===== config.mk =====
export PLATFORM = sky130hd
export DESIGN_NAME = alu5_core
export DESIGN_NICKNAME = d
export VERILOG_FILES = /design/src/rtl/alu_pkg.sv /design/src/rtl/alu_add_unit.sv /design/src/rtl/alu_bitwise_unit.sv /design/src/rtl/alu_shift_unit.sv /design/src/rtl/alu5_core.sv
export SDC_FILE = /design/constraint.sdc
export NUM_CORES = 1
export LEC_CHECK = 0
export BUFFER_PORTS_ARGS = -buffer_cell sky130_fd_sc_hd__buf_2
export CAP_MARGIN = 5
export CELL_PAD_IN_SITES_DETAIL_PLACEMENT = 0
export CELL_PAD_IN_SITES_GLOBAL_PLACEMENT = 2
export CORE_ASPECT_RATIO = 1.5
export CORE_MARGIN = 2
export CORE_UTILIZATION = 31
export DETAILED_ROUTE_END_ITERATION = 12
export MAX_ROUTING_LAYER = met4
export PLACE_DENSITY_LB_ADDON = 0.08
export SLEW_MARGIN = 5
export SYNTH_ARGS = -nofsm -noshare
export SYNTH_HDL_FRONTEND = slang
export SYNTH_SLANG_ARGS = --single-unit
export TNS_END_PERCENT = 50

===== constraint.sdc =====
create_clock -name vclk -period 24.4
set_input_delay 6.1 -clock vclk [all_inputs]
set_output_delay 6.1 -clock vclk [all_outputs]
set_load 0.1 [all_outputs]

===== src/rtl/alu_pkg.sv =====
package alu_pkg;

   localparam int OP_BITS = 3;

   localparam logic [OP_BITS-1:0] OP_ADD = 3'b000;
   localparam logic [OP_BITS-1:0] OP_AND = 3'b001;
   localparam logic [OP_BITS-1:0] OP_XOR = 3'b010;
   localparam logic [OP_BITS-1:0] OP_SHL = 3'b011;
   localparam logic [OP_BITS-1:0] OP_SHR = 3'b100;

   localparam int ADDER_INFERRED = 0;
   localparam int ADDER_RIPPLE   = 1;

   function automatic logic op_is_defined(input logic [OP_BITS-1:0] code);
      return (code == OP_ADD) || (code == OP_AND) || (code == OP_XOR) ||
             (code == OP_SHL) || (code == OP_SHR);
   endfunction

endpackage


===== src/rtl/alu_add_unit.sv =====
module alu_add_unit #(
   parameter int WIDTH       = 16,
   parameter int ADDER_STYLE = 1
) (
   input  logic [WIDTH-1:0] in_a,
   input  logic [WIDTH-1:0] in_b,
   input  logic             c_in,
   output logic [WIDTH-1:0] sum,
   output logic             c_out
);

   localparam int EXT_W = WIDTH + 1;

   generate
      if (ADDER_STYLE == alu_pkg::ADDER_RIPPLE) begin : g_ripple
         logic [WIDTH:0] chain;
         assign chain[0] = c_in;
         for (genvar i = 0; i < WIDTH; i++) begin : g_cell
            assign sum[i]     = in_a[i] ^ in_b[i] ^ chain[i];
            assign chain[i+1] = (in_a[i] & in_b[i]) | (chain[i] & (in_a[i] ^ in_b[i]));
         end
         assign c_out = chain[WIDTH];
      end else begin : g_inferred
         logic [EXT_W-1:0] wide;
         assign wide  = {1'b0, in_a} + {1'b0, in_b} + {{WIDTH{1'b0}}, c_in};
         assign sum   = wide[WIDTH-1:0];
         assign c_out = wide[WIDTH];
      end
   endgenerate

   // taking the first operand back out of the extended sum leaves the second plus carry
   always_comb begin
      p_add_sum_r1: assert (({c_out, sum} - {1'b0, in_a}) ==
                            ({1'b0, in_b} + {{WIDTH{1'b0}}, c_in}))
         else $error("adder sum inconsistent with operands");
   end

endmodule


===== src/rtl/alu_bitwise_unit.sv =====
module alu_bitwise_unit #(
   parameter int WIDTH = 16
) (
   input  logic [WIDTH-1:0] in_a,
   input  logic [WIDTH-1:0] in_b,
   output logic [WIDTH-1:0] and_y,
   output logic [WIDTH-1:0] xor_y
);

   for (genvar i = 0; i < WIDTH; i++) begin : g_bit
      assign and_y[i] = in_a[i] & in_b[i];
      assign xor_y[i] = in_a[i] ^ in_b[i];
   end

   // a set AND bit means both inputs set, so the XOR bit there must be clear
   always_comb begin
      p_and_xor_disjoint_r3: assert ((and_y & xor_y) == '0)
         else $error("AND and XOR outputs overlap");
   end

endmodule


===== src/rtl/alu_shift_unit.sv =====
module alu_shift_unit #(
   parameter int WIDTH = 16
) (
   input  logic [WIDTH-1:0] in_a,
   input  logic             c_in,
   output logic [WIDTH-1:0] shl_y,
   output logic             shl_c,
   output logic [WIDTH-1:0] shr_y,
   output logic             shr_c
);

   assign {shl_c, shl_y} = {in_a, c_in};
   assign {shr_y, shr_c} = {1'b0, in_a};

   always_comb begin
      // left result rejoined with its carry reproduces the operand and the carry input
      p_shl_carry_r4: assert ({shl_c, shl_y[WIDTH-1:1]} == in_a && shl_y[0] == c_in)
         else $error("left shift lost a bit");
      // right result has a clear top bit and, with its carry, reproduces the operand
      p_shr_carry_r5: assert (shr_y[WIDTH-1] == 1'b0 && {shr_y[WIDTH-2:0], shr_c} == in_a)
         else $error("right shift lost a bit");
   end

endmodule


===== src/rtl/alu5_core.sv =====
module alu5_core #(
   parameter int WIDTH       = 16,
   parameter int ADDER_STYLE = 1
) (
   input  logic [2:0]       op_sel,
   input  logic [WIDTH-1:0] opnd_a,
   input  logic [WIDTH-1:0] opnd_b,
   input  logic             carry_in,
   output logic [WIDTH-1:0] result,
   output logic             carry_out
);

   import alu_pkg::*;

   generate
      if (WIDTH < 2) begin : g_bad_width
         $error("alu5_core: WIDTH must be at least 2");
      end
      if (ADDER_STYLE != ADDER_INFERRED && ADDER_STYLE != ADDER_RIPPLE) begin : g_bad_style
         $error("alu5_core: ADDER_STYLE must be 0 or 1");
      end
   endgenerate

   logic [WIDTH-1:0] add_y, and_y, xor_y, shl_y, shr_y;
   logic             add_c, shl_c, shr_c;

   alu_add_unit #(.WIDTH(WIDTH), .ADDER_STYLE(ADDER_STYLE)) u_add (
      .in_a (opnd_a),
      .in_b (opnd_b),
      .c_in (carry_in),
      .sum  (add_y),
      .c_out(add_c)
   );

   alu_bitwise_unit #(.WIDTH(WIDTH)) u_bitwise (
      .in_a (opnd_a),
      .in_b (opnd_b),
      .and_y(and_y),
      .xor_y(xor_y)
   );

   alu_shift_unit #(.WIDTH(WIDTH)) u_shift (
      .in_a (opnd_a),
      .c_in (carry_in),
      .shl_y(shl_y),
      .shl_c(shl_c),
      .shr_y(shr_y),
      .shr_c(shr_c)
   );

   always_comb begin
      case (op_sel)
         OP_ADD:  {carry_out, result} = {add_c, add_y};
         OP_AND:  {carry_out, result} = {1'b0, and_y};
         OP_XOR:  {carry_out, result} = {1'b0, xor_y};
         OP_SHL:  {carry_out, result} = {shl_c, shl_y};
         OP_SHR:  {carry_out, result} = {shr_c, shr_y};
         default: {carry_out, result} = '0;
      endcase
   end

   always_comb begin
      // spare codes give an all-zero output
      p_spare_zero_r6: assert (op_is_defined(op_sel) || {carry_out, result} == '0)
         else $error("spare code produced nonzero output");
      // the logic codes never raise the carry
      p_logic_no_carry_r2: assert (!(op_sel == OP_AND || op_sel == OP_XOR) || carry_out == 1'b0)
         else $error("logic code raised carry");
      // an AND result never sets a bit that the first operand has clear
      p_and_subset_r2: assert (op_sel != OP_AND || (result & ~opnd_a) == '0)
         else $error("AND result outside operand a");
   end

endmodule


# Yosys cells after proc, flatten, opt, wreduce, memory -nomap -nowiden
# Index checks and enable logic that the tools add are counted.
# word_totals
register_bits	0
elab_cells	87
# classes
n_eq_ne	4
mux	2
reduce_logical	1
bitwise_logic	80
# op_table
op	n
16-bit case mux with 5 select lines	1
1-bit bitwise AND	32
1-bit XOR	32
1-bit OR	16
3-bit by 2-bit equality test with 1-bit output (second input constant)	2
3-bit by 1-bit equality test with 1-bit output (second input constant)	1
3-bit equality test (second input constant)	1
3-bit logical NOT	1
1-bit case mux with 3 select lines	1

# Logic depth before layout (Yosys ltp)
# Gate-level depths: netlist of run 1.
# logic_depth
word_depth	34
ltp_mapped	26
mapped_depth_nobuf	26

# By module
# A second synthesis of run 1 with hierarchy kept.
# hier_totals
hier_cells	161
hier_area_um2	1456.4
# by_module_without_submodules
module	cells_each	area_each_um2	n_inst
alu5_core	84	639.4	1
alu_add_unit	26	357.8	1
alu_shift_unit	35	259.0	1
alu_bitwise_unit	16	200.2	1

# Worst setup path before layout of run 1
# No wires, ideal clock.
# synth_timing
kind	input-to-output
startpoint	in opnd_a[0]
endpoint	out result[15]
path_stages	26
setup_slack_ns	4.268
required_ns	18.300
arrival_time_ns	14.032
cell_sequence	inv_1 -> fa_1 -> fa_1 -> fa_1 -> inv_1 -> fa_1 -> inv_1 -> fa_1 -> fa_1 -> fa_1 -> fa_1 -> inv_1 -> fa_1 -> fa_1 -> inv_1 -> fa_1 -> fa_1 -> fa_1 -> inv_1 -> fa_1 -> inv_1 -> fa_1 -> fa_1 -> nor2_1 -> a211oi_1 -> a211oi_1
# synth_via
elab_chain_cells	33
word_cells_on_any_way	34
cone_classes	1 x mux; 33 x bitwise
# synth_lines
element	line_no	text
start: declaration	alu5_core.sv:6	input logic [WIDTH-1:0] opnd_a,
1-bit XOR	alu_add_unit.sv:20	assign chain[i+1] = (in_a[i] & in_b[i]) | (chain[i] & (in_a[i] ^ in_b[i]));
1-bit bitwise AND	alu_add_unit.sv:20	
1-bit OR *	alu_add_unit.sv:20	
1-bit bitwise AND *	alu_add_unit.sv:20	
1-bit OR *	alu_add_unit.sv:20	
1-bit bitwise AND *	alu_add_unit.sv:20	
1-bit OR *	alu_add_unit.sv:20	
1-bit bitwise AND *	alu_add_unit.sv:20	
[... 17 more ...]	--	
1-bit bitwise AND *	alu_add_unit.sv:20	
1-bit OR *	alu_add_unit.sv:20	
1-bit bitwise AND *	alu_add_unit.sv:20	
1-bit OR *	alu_add_unit.sv:20	
1-bit bitwise AND *	alu_add_unit.sv:20	
1-bit OR *	alu_add_unit.sv:20	
1-bit XOR *	alu_add_unit.sv:19	assign sum[i] = in_a[i] ^ in_b[i] ^ chain[i];
16-bit case mux with 5 select lines *	alu5_core.sv:52	case (op_sel)
end: declaration	alu5_core.sv:9	output logic [WIDTH-1:0] result,
# Mark *: on every way between the ends. The rest lies on a longest branch, timed or not.

# Worst setup path after layout of run 1
# Ends and elaborated chain as after synthesis.

==> results of run 1 <==
-- cell usage in the layout, fill, tap and decap left out, types with 2 or more instances in the layout --
master,instances
a211oi_1,2
nor4_1,10
mux2_1,2
a32oi_1,4
o21ai_0,4
buf_2,53
inv_1,32
mux2_2,11
a21oi_1,10
a22oi_1,14
nor2_1,3
fa_1,16
nand2_1,2
o21ai_1,11
mux2i_1,2
ha_1,16
-- final cells by class --
class,instances,area (um2),area share
multi-input cells,115,1130,0.718
repair buffers,53,265,0.169
inverters,32,120,0.0764
well taps,46,57.6,0.0366
-- cell families after synthesis --
logic type | after synthesis
buffers and inverters | 45
adder cells (fa/ha/maj) | 32
multiplexers | 16
AO/OA/AOI/OAI | 48
AND/OR/NAND/NOR | 19
-- path summary, 6_finish.rpt --
| kind | end | slack, ps | start |
|---|---|---|---|
| max | result[15] | 5430 | opnd_a[0] |
| min | result[15] | 12830 | opnd_a[14] |
-- layer usage --
layer | GRT usage | routed length, um | up-vias
met5 | - | 0 | -
met4 | 0 | 0 | 0
met3 | 0.00308 | 120 | 0
met2 | 0.285 | 1950 | 25
met1 | 0.227 | 1670 | 631
li1 | - | - | 651
-- per-stage QoR --
stage,util,hold slack [ps]
after floorplan,-,12760
after global placement,0.377,12830
after detailed placement,0.377,12840
after CTS,0.377,12840
after global routing,0.377,12870
final,0.377,12830
-- where the power goes --
part,internal [mW],switching (mW)
clock,0,0
combinational,0.0138,0.0382
sequential,0,0
total,0.0138,0.0382
==> results by group, run 1 <==
Status
  • Status: finished, final reports clean

Detailed routing
  • DR vias: 1,307
  • Residual DRC count: 0
  • Drt wl/cell: 15.2 um
  • DRT Wirelength: 3740 um
  • Vias per cell: 5.31
  • 1st-iter DRT viols: 20
  • Pre-Repair DR Iteration Count: 4
  • Detail Route Antenna Nets: 0

GRT
  • Vias in the first global route: 1,389
  • First-pass GRT wire length: 6550 um
  • Global route total overflow: 0
  • Tot GR Track Use: 0.164
  • Initial antenna violation count: 0
  • Pin count of the biggest net entering global routing: 34

Synthesis
  • Yosys warns: 0
  • Top-count cell post-synth: inv_1
  • Largest family of logic cells by synthesized area: adder cells
  • Synth top cells by count: inv_1 (32), fa_1 (16), ha_1 (16)
  • Cells after Synth: 160
  • Main area contributors after synthesis: fa_1 (24%), ha_1 (15%), mux2_2 (9.3%), inv_1 (9.0%), a22oi_1 (7.9%)
  • Adder-Cell Fraction of Synth Area: 0.389
  • Synthesized cell area: 1340 um2
  • Multiplexer share of the synthesized area: 0.136
  • Sequential share of the synthesized area: 0
  • Synth Net Count: 228
  • Fraction of the mapped netlist area in simple logic gates: 0.0879
  • Synth cell types: 27
  • Synth top area share: 0.239
  • XOR/XNOR Fraction of Synth Area: 0
  • Syn avg cell area: 8.37 um2
  • Yosys top cell by area: fa_1
  • Compound-Gate Fraction of Synth Area: 0.231

STA
  • Final Hold Fails: 0
  • Final number of setup-violating endpoints: 0
  • Max-slew violation count: 0
  • Slew headroom: 0.526
  • Post-layout min period: 18,970 ps
  • Slew @ Worst Pin: 707 ps
  • Final worst setup slack: 5430 ps
  • RSZ-0062 raised after global routing: no
  • Setup TNS: 0 ps
  • Max Fclk: 52.7 MHz
  • Final Cycle Share: 0.778

Floorplan
  • FP Rows: 29
  • Die X: 57.7 um
  • Die ar.: 4870 um2
  • Placeable Area: 4170 um2
  • # IOs: 53
  • Die Span Y: 84.5 um
  • Initial cell density of the core: 0.321

Finish
  • Seq_cells: 0
  • Fill count: 466
  • ANT cells: 0
  • Clock buffers: 0
  • Share of cells above drive strength 1: 0.335
  • Fin cells: 246
  • Area growth syn-to-layout: 17.4%
  • Final Instance Area: 1570 um2
  • Register area: 0 um2
  • Final nets: 270

Critical path
  • CP max-delay cell: buf_2
  • CP startpoint kind: input pin
  • Stages on worst setup path: 28
  • Worst EP required: 18,300 ps
  • Critical path buffers and inverters: 9
  • CP max stage delay: 460 ps
  • Critical Path Most Common Cell: fa_1
  • Worst Path Class, Setup: in2out
  • CP Max Fanout: 3
  • Cell family with most CP delay: adder cells
  • Critical Path Sink Type: output port
  • Worst path arrival time: 12,870 ps

Hold path
  • Worst Hold Path Cells: 4
  • HP Class: in2out

Placement
  • # port buffers: 53
  • GPL Wtd Cong: 0.776
  • Cells after DPL: 246
  • Worst slack at placement: 5370 ps
  • HPWL after DPL: 2840 um
  • DP Area: 1570 um2

Clock tree
  • Setup Buffers After CTS: 0
  • Hold Buf Count CTS: 0
  • Post-CTS Resized: 0

Power and ir drop
  • Total Power: 0.0519 mW
  • P_leak: 0.808 nW
  • Worst vdd ir: 0.0194 mV
  • PwrDens: 33.0 nW/um2

Job
  • Maximum Capacitance Violations: 0
No activity file was read; power rests on OpenSTA's default activity.
==> inputs of run 2 (changes only) <==
--- a/config.mk
+++ b/config.mk
@@ -11,7 +11,7 @@
 export CELL_PAD_IN_SITES_GLOBAL_PLACEMENT = 2
 export CORE_ASPECT_RATIO = 1.5
 export CORE_MARGIN = 2
-export CORE_UTILIZATION = 31
+export CORE_UTILIZATION = 29
 export DETAILED_ROUTE_END_ITERATION = 12
 export MAX_ROUTING_LAYER = met4
 export PLACE_DENSITY_LB_ADDON = 0.08
==> constraint.sdc (replaced) <==
create_clock -name vclk -period 19.2
set_input_delay 4.8 -clock vclk [all_inputs]
set_output_delay 4.8 -clock vclk [all_outputs]
set_load 0.1 [all_outputs]
==> run 2 against run 1 <==
Die area increased by 6.5%. Clock-buffer cell count is the same. Wire length is 5.2% higher. Global-route usage is 0.39 points lower. Non-clock buffer count unchanged. Hold slack got worse by 2600 ps. Largest power group unchanged. Highest routed layer is now met4.
==> results by group, run 2 (synthesis gave the netlist of run 1 again) <==
Status
  • Status: finished, final reports clean (unchanged)

GRT
  • Pin count of the biggest net entering global routing: 34 (unchanged)
  • Vias in the first global route: 1,371 (was 1,389)
  • Global route total overflow: 0 (unchanged)
  • Initial antenna violation count: 0 (unchanged)
  • Tot GR Track Use: 0.161 (was 0.164)
  • First-pass GRT wire length: 6530 um (was 6550 um)
  • Met2 usage: 0.281 (was 0.285)
  • M3 GR Usage: 0.00594 (was 0.00308)
  • Grt peak-use layer: met2 (unchanged)
  • GR Util met1: 0.214 (was 0.227)

Detailed routing
  • DR vias: 1,361 (was 1,307)
  • Vias per cell: 5.49 (was 5.31)
  • 1st-iter DRT viols: 49 (was 20)
  • DRT Wirelength: 3940 um (was 3740 um)
  • Residual DRC count: 0 (unchanged)
  • Detail Route Antenna Nets: 0 (unchanged)
  • Drt wl/cell: 15.9 um (was 15.2 um)
  • Pre-Repair DR Iteration Count: 4 (unchanged)

STA
  • Slew @ Worst Pin: 736 ps (was 707 ps)
  • RSZ-0062 raised after global routing: no (unchanged)
  • Post-layout min period: 16,500 ps
  • Final Hold Fails: 0 (unchanged)
  • WHS: 10,240 ps (was 12,830 ps)
  • Final number of setup-violating endpoints: 0 (unchanged)
  • Slew headroom: 0.507 (was 0.526)
  • Max Fclk: 60.6 MHz
  • Max-slew violation count: 0 (unchanged)
  • Setup TNS: 0 ps (unchanged)
  • Final Cycle Share: 0.859

Critical path
  • CP startpoint kind: input pin (unchanged)
  • CP max-delay cell: buf_2 (unchanged)
  • Worst EP required: 14,400 ps (was 18,300 ps)
  • CP Max Fanout: 3 (unchanged)
  • CP max stage delay: 460 ps (about the same)
  • Worst path arrival time: 11,700 ps (was 12,870 ps)
  • Critical Path Sink Type: output port (unchanged)
  • Critical Path Most Common Cell: fa_1 (unchanged)
  • Worst Path Class, Setup: in2out (unchanged)

Floorplan
  • FP Rows: 30 (was 29)
  • Placeable Area: 4470 um2 (was 4170 um2)
  • Initial cell density of the core: 0.300 (was 0.321)
  • Die Span Y: 87.2 um (was 84.5 um)
  • # IOs: 53 (unchanged)
  • Die X: 59.5 um (was 57.7 um)
  • Die ar.: 5190 um2 (was 4870 um2)

Finish
  • Final nets: 270 (unchanged)
  • Most common cell after layout, fill and taps aside: buf_2 (unchanged)
  • Area growth syn-to-layout: 17.6% (was 17.4%)
  • Most frequent cells in the layout: buf_2 (53), inv_1 (32), fa_1 (16), ha_1 (16), a22oi_1 (14) (unchanged)
  • ANT cells: 0 (unchanged)
  • Multi-input gate area: 1130 um2 (unchanged)
  • Fill count: 507 (was 466)
  • Register area: 0 um2 (unchanged)
  • Share of cells above drive strength 1: 0.335 (unchanged)
  • Clock buffers: 0 (unchanged)
  • Seq_cells: 0 (unchanged)

Job
  • Maximum Capacitance Violations: 0 (unchanged)

Placement
  • HPWL after DPL: 2890 um (was 2840 um)
  • GPL Wtd Cong: 0.703 (was 0.776)
  • # port buffers: 53 (unchanged)

Power and ir drop
  • Worst vdd ir: 0.0156 mV (was 0.0194 mV)
  • P_leak: 0.808 nW (unchanged)
  • PwrDens: 42.2 nW/um2 (was 33.0 nW/um2)

Clock tree
  • Post-CTS Resized: 0 (unchanged)
  • Hold Buf Count CTS: 0 (unchanged)
  • Setup Buffers After CTS: 0 (unchanged)

Hold path
  • HP Class: in2out (unchanged)
-- run 2: cell type report --
class	instances	share of cell area
Timing Repair Buffer	53	0.169
Tap cell	48	0.0382
Multi-Input combinational cell	115	0.717
Inverter	32	0.0763
-- run 2: worst paths after layout --
kind / slack (ps) / cells past startpoint / end / from
max: 2700 / 28 / result[15] / opnd_a[0]
min: 10240 / 4 / result[14] / opnd_a[15]
-- run 2: per-stage QoR --
step	total power [mW]	setup WS, ps	instance area (um2)	instances	util
after floorplan	0.0524	1670	1340	160	-
after global placement	0.0655	2780	1570	248	0.352
after detailed placement	0.0666	2700	1570	248	0.352
after CTS	0.0670	2660	1570	248	0.352
after global routing	0.0718	2280	1570	248	0.352
final	0.0664	2700	1570	248	0.352
-- run 2: power breakdown --
part	total, mW	internal [mW]	switching (mW)
Sequential	0	0	0
Clock	0	0	0
Combinational	0.0664	0.0175	0.0489
Total	0.0664	0.0175	0.0489
-- run 2: critical path, delay by kind of cell --
kind,cells,cell delay [ps]
simple gates,1,100
buf+inv,9,1000
fa+ha+maj,16,5470
compound gates,2,320
-- run 2: layer usage --
metal,share of wire,vias to the layer above,wire [um]
li1,-,652,-
met1,0.42,666,1660
met2,0.53,41,2080
met3,0.045,2,178
met4,0.0036,0,14
met5,0,-,0
==> inputs of run 3 (changes only) <==
==> constraint.sdc (replaced) <==
create_clock -name vclk -period 18.6
set_input_delay 4.65 -clock vclk [all_inputs]
set_output_delay 4.65 -clock vclk [all_outputs]
set_load 0.1 [all_outputs]
==> run 3 against run 2 <==
Critical path depth is the same. Via count shrank 2.3%. Design area is the same. Largest cell class unchanged. Cell count is the same. First-iteration DRC count grew 37%. Combinational power grew 3%. Total power grew 2.9%. Wire length grew 0.20%. Sequential share of layout area is the same. Hold slack lost 310 ps. Worst setup slack lost 180 ps.
==> results by group, run 3 (synthesis gave the netlist of run 1 again) <==
Status
  • Status: finished, final reports clean (unchanged)

STA
  • WHS: 9930 ps (was 10,240 ps)
  • Final Hold Fails: 0 (unchanged)
  • Slew headroom: 0.502 (was 0.507)
  • RSZ-0062 raised after global routing: no (unchanged)
  • Setup TNS: 0 ps (unchanged)
  • Post-layout min period: 16,070 ps
  • Final worst setup slack: 2530 ps (was 2700 ps)
  • Slew @ Worst Pin: 743 ps (was 736 ps)
  • Max Fclk: 62.2 MHz
  • Final Cycle Share: 0.864
  • Max-slew violation count: 0 (unchanged)
  • Final number of setup-violating endpoints: 0 (unchanged)

Floorplan
  • Die X: 59.5 um (unchanged)
  • FP Rows: 30 (unchanged)
  • Die ar.: 5190 um2 (unchanged)
  • Die Span Y: 87.2 um (unchanged)
  • Initial cell density of the core: 0.300 (unchanged)
  • Placeable Area: 4470 um2 (unchanged)
  • # IOs: 53 (unchanged)

Finish
  • Final Instance Area: 1570 um2 (unchanged)
  • Final Core Density: 0.352 (unchanged)
  • Most frequent cells in the layout: buf_2 (53), inv_1 (32), fa_1 (16), ha_1 (16), a22oi_1 (14) (unchanged)
  • ANT cells: 0 (unchanged)
  • Seq_cells: 0 (unchanged)
  • Share of cells above drive strength 1: 0.335 (unchanged)
  • Fin cells: 248 (unchanged)
  • Area growth syn-to-layout: 17.6% (unchanged)
  • Most common cell after layout, fill and taps aside: buf_2 (unchanged)
  • Register area: 0 um2 (unchanged)
  • Final nets: 270 (unchanged)
  • Clock buffers: 0 (unchanged)
  • Multi-input gate area: 1130 um2 (unchanged)
  • Fill count: 490 (was 507)

Placement
  • DP Area: 1570 um2 (unchanged)
  • Worst slack at placement: 2480 ps (was 2700 ps)
  • Cells after DPL: 248 (unchanged)
  • HPWL after DPL: 2950 um (was 2890 um)
  • GPL Wtd Cong: 0.751 (was 0.703)
  • # port buffers: 53 (unchanged)

Critical path
  • CP Max Fanout: 3 (unchanged)
  • CP startpoint kind: input pin (unchanged)
  • Worst EP required: 13,950 ps (was 14,400 ps)
  • Critical Path Sink Type: output port (unchanged)
  • Worst path arrival time: 11,420 ps (was 11,700 ps)
  • Worst Path Class, Setup: in2out (unchanged)

Detailed routing
  • Vias per cell: 5.36 (was 5.49)
  • Detail Route Antenna Nets: 0 (unchanged)
  • 1st-iter DRT viols: 67 (was 49)
  • DR vias: 1,330 (was 1,361)
  • Drt wl/cell: 15.9 um (about the same)
  • Pre-Repair DR Iteration Count: 4 (unchanged)
  • Residual DRC count: 0 (unchanged)
  • DRT Wirelength: 3950 um (was 3940 um)

Hold path
  • HP Class: in2out (unchanged)

Power and ir drop
  • P_leak: 0.808 nW (unchanged)
  • Total Power: 0.0683 mW (was 0.0664 mW)
  • Worst vdd ir: 0.0154 mV (was 0.0156 mV)
  • PwrDens: 43.4 nW/um2 (was 42.2 nW/um2)

GRT
  • Initial antenna violation count: 0 (unchanged)
  • Vias in the first global route: 1,413 (was 1,371)
  • First-pass GRT wire length: 6760 um (was 6530 um)
  • Tot GR Track Use: 0.168 (was 0.161)
  • Pin count of the biggest net entering global routing: 34 (unchanged)
  • Global route total overflow: 0 (unchanged)

Job
  • Maximum Capacitance Violations: 0 (unchanged)

Clock tree
  • Post-CTS Resized: 0 (unchanged)
  • Hold Buf Count CTS: 0 (unchanged)
  • Setup Buffers After CTS: 0 (unchanged)
-- run 3: cell counts in the layout (fill, tap and decap cells not counted) --
No cell type changed its count.
-- run 3: final timing paths --
| kind | start | to | slack (ps) | cells after the start |
|---|---|---|---|---|
| min | opnd_a[14] | result[15] | 9930 | 4 |
| max | opnd_a[0] | result[15] | 2530 | 28 |
-- run 3: cell type report --
type,instances,area share
inverters,32,0.0763
multi-input cells,115,0.717
well taps,48,0.0382
repair buffers,53,0.169
-- run 3: critical path: stages --
cell	delay [ps]
buf_2	100
inv_1	70
fa_1	450
fa_1	410
fa_1	370
inv_1	80
fa_1	160
inv_1	50
fa_1	380
fa_1	390
fa_1	380
fa_1	360
inv_1	70
fa_1	170
fa_1	160
inv_1	50
fa_1	370
fa_1	400
fa_1	380
inv_1	80
fa_1	160
inv_1	50
fa_1	370
fa_1	440
nor2_1	110
a211oi_1	70
a211oi_1	240
buf_2	460
-- run 3: metal layers --
layer,track usage,vias up,share of wire,wire [um]
li1,-,649,-,-
met1,0.207,646,0.42,1670
met2,0.316,35,0.54,2150
met3,0.00149,0,0.032,126
met4,0.00620,0,0,0
met5,-,-,0,0
-- run 3: where the power goes --
group | leakage (nW) | internal (mW) | total [mW] | switching (mW)
sequential | 0 | 0 | 0 | 0
combinational | 0.808 | 0.0180 | 0.0683 | 0.0503
clock | 0 | 0 | 0 | 0
total | 0.808 | 0.0180 | 0.0683 | 0.0503
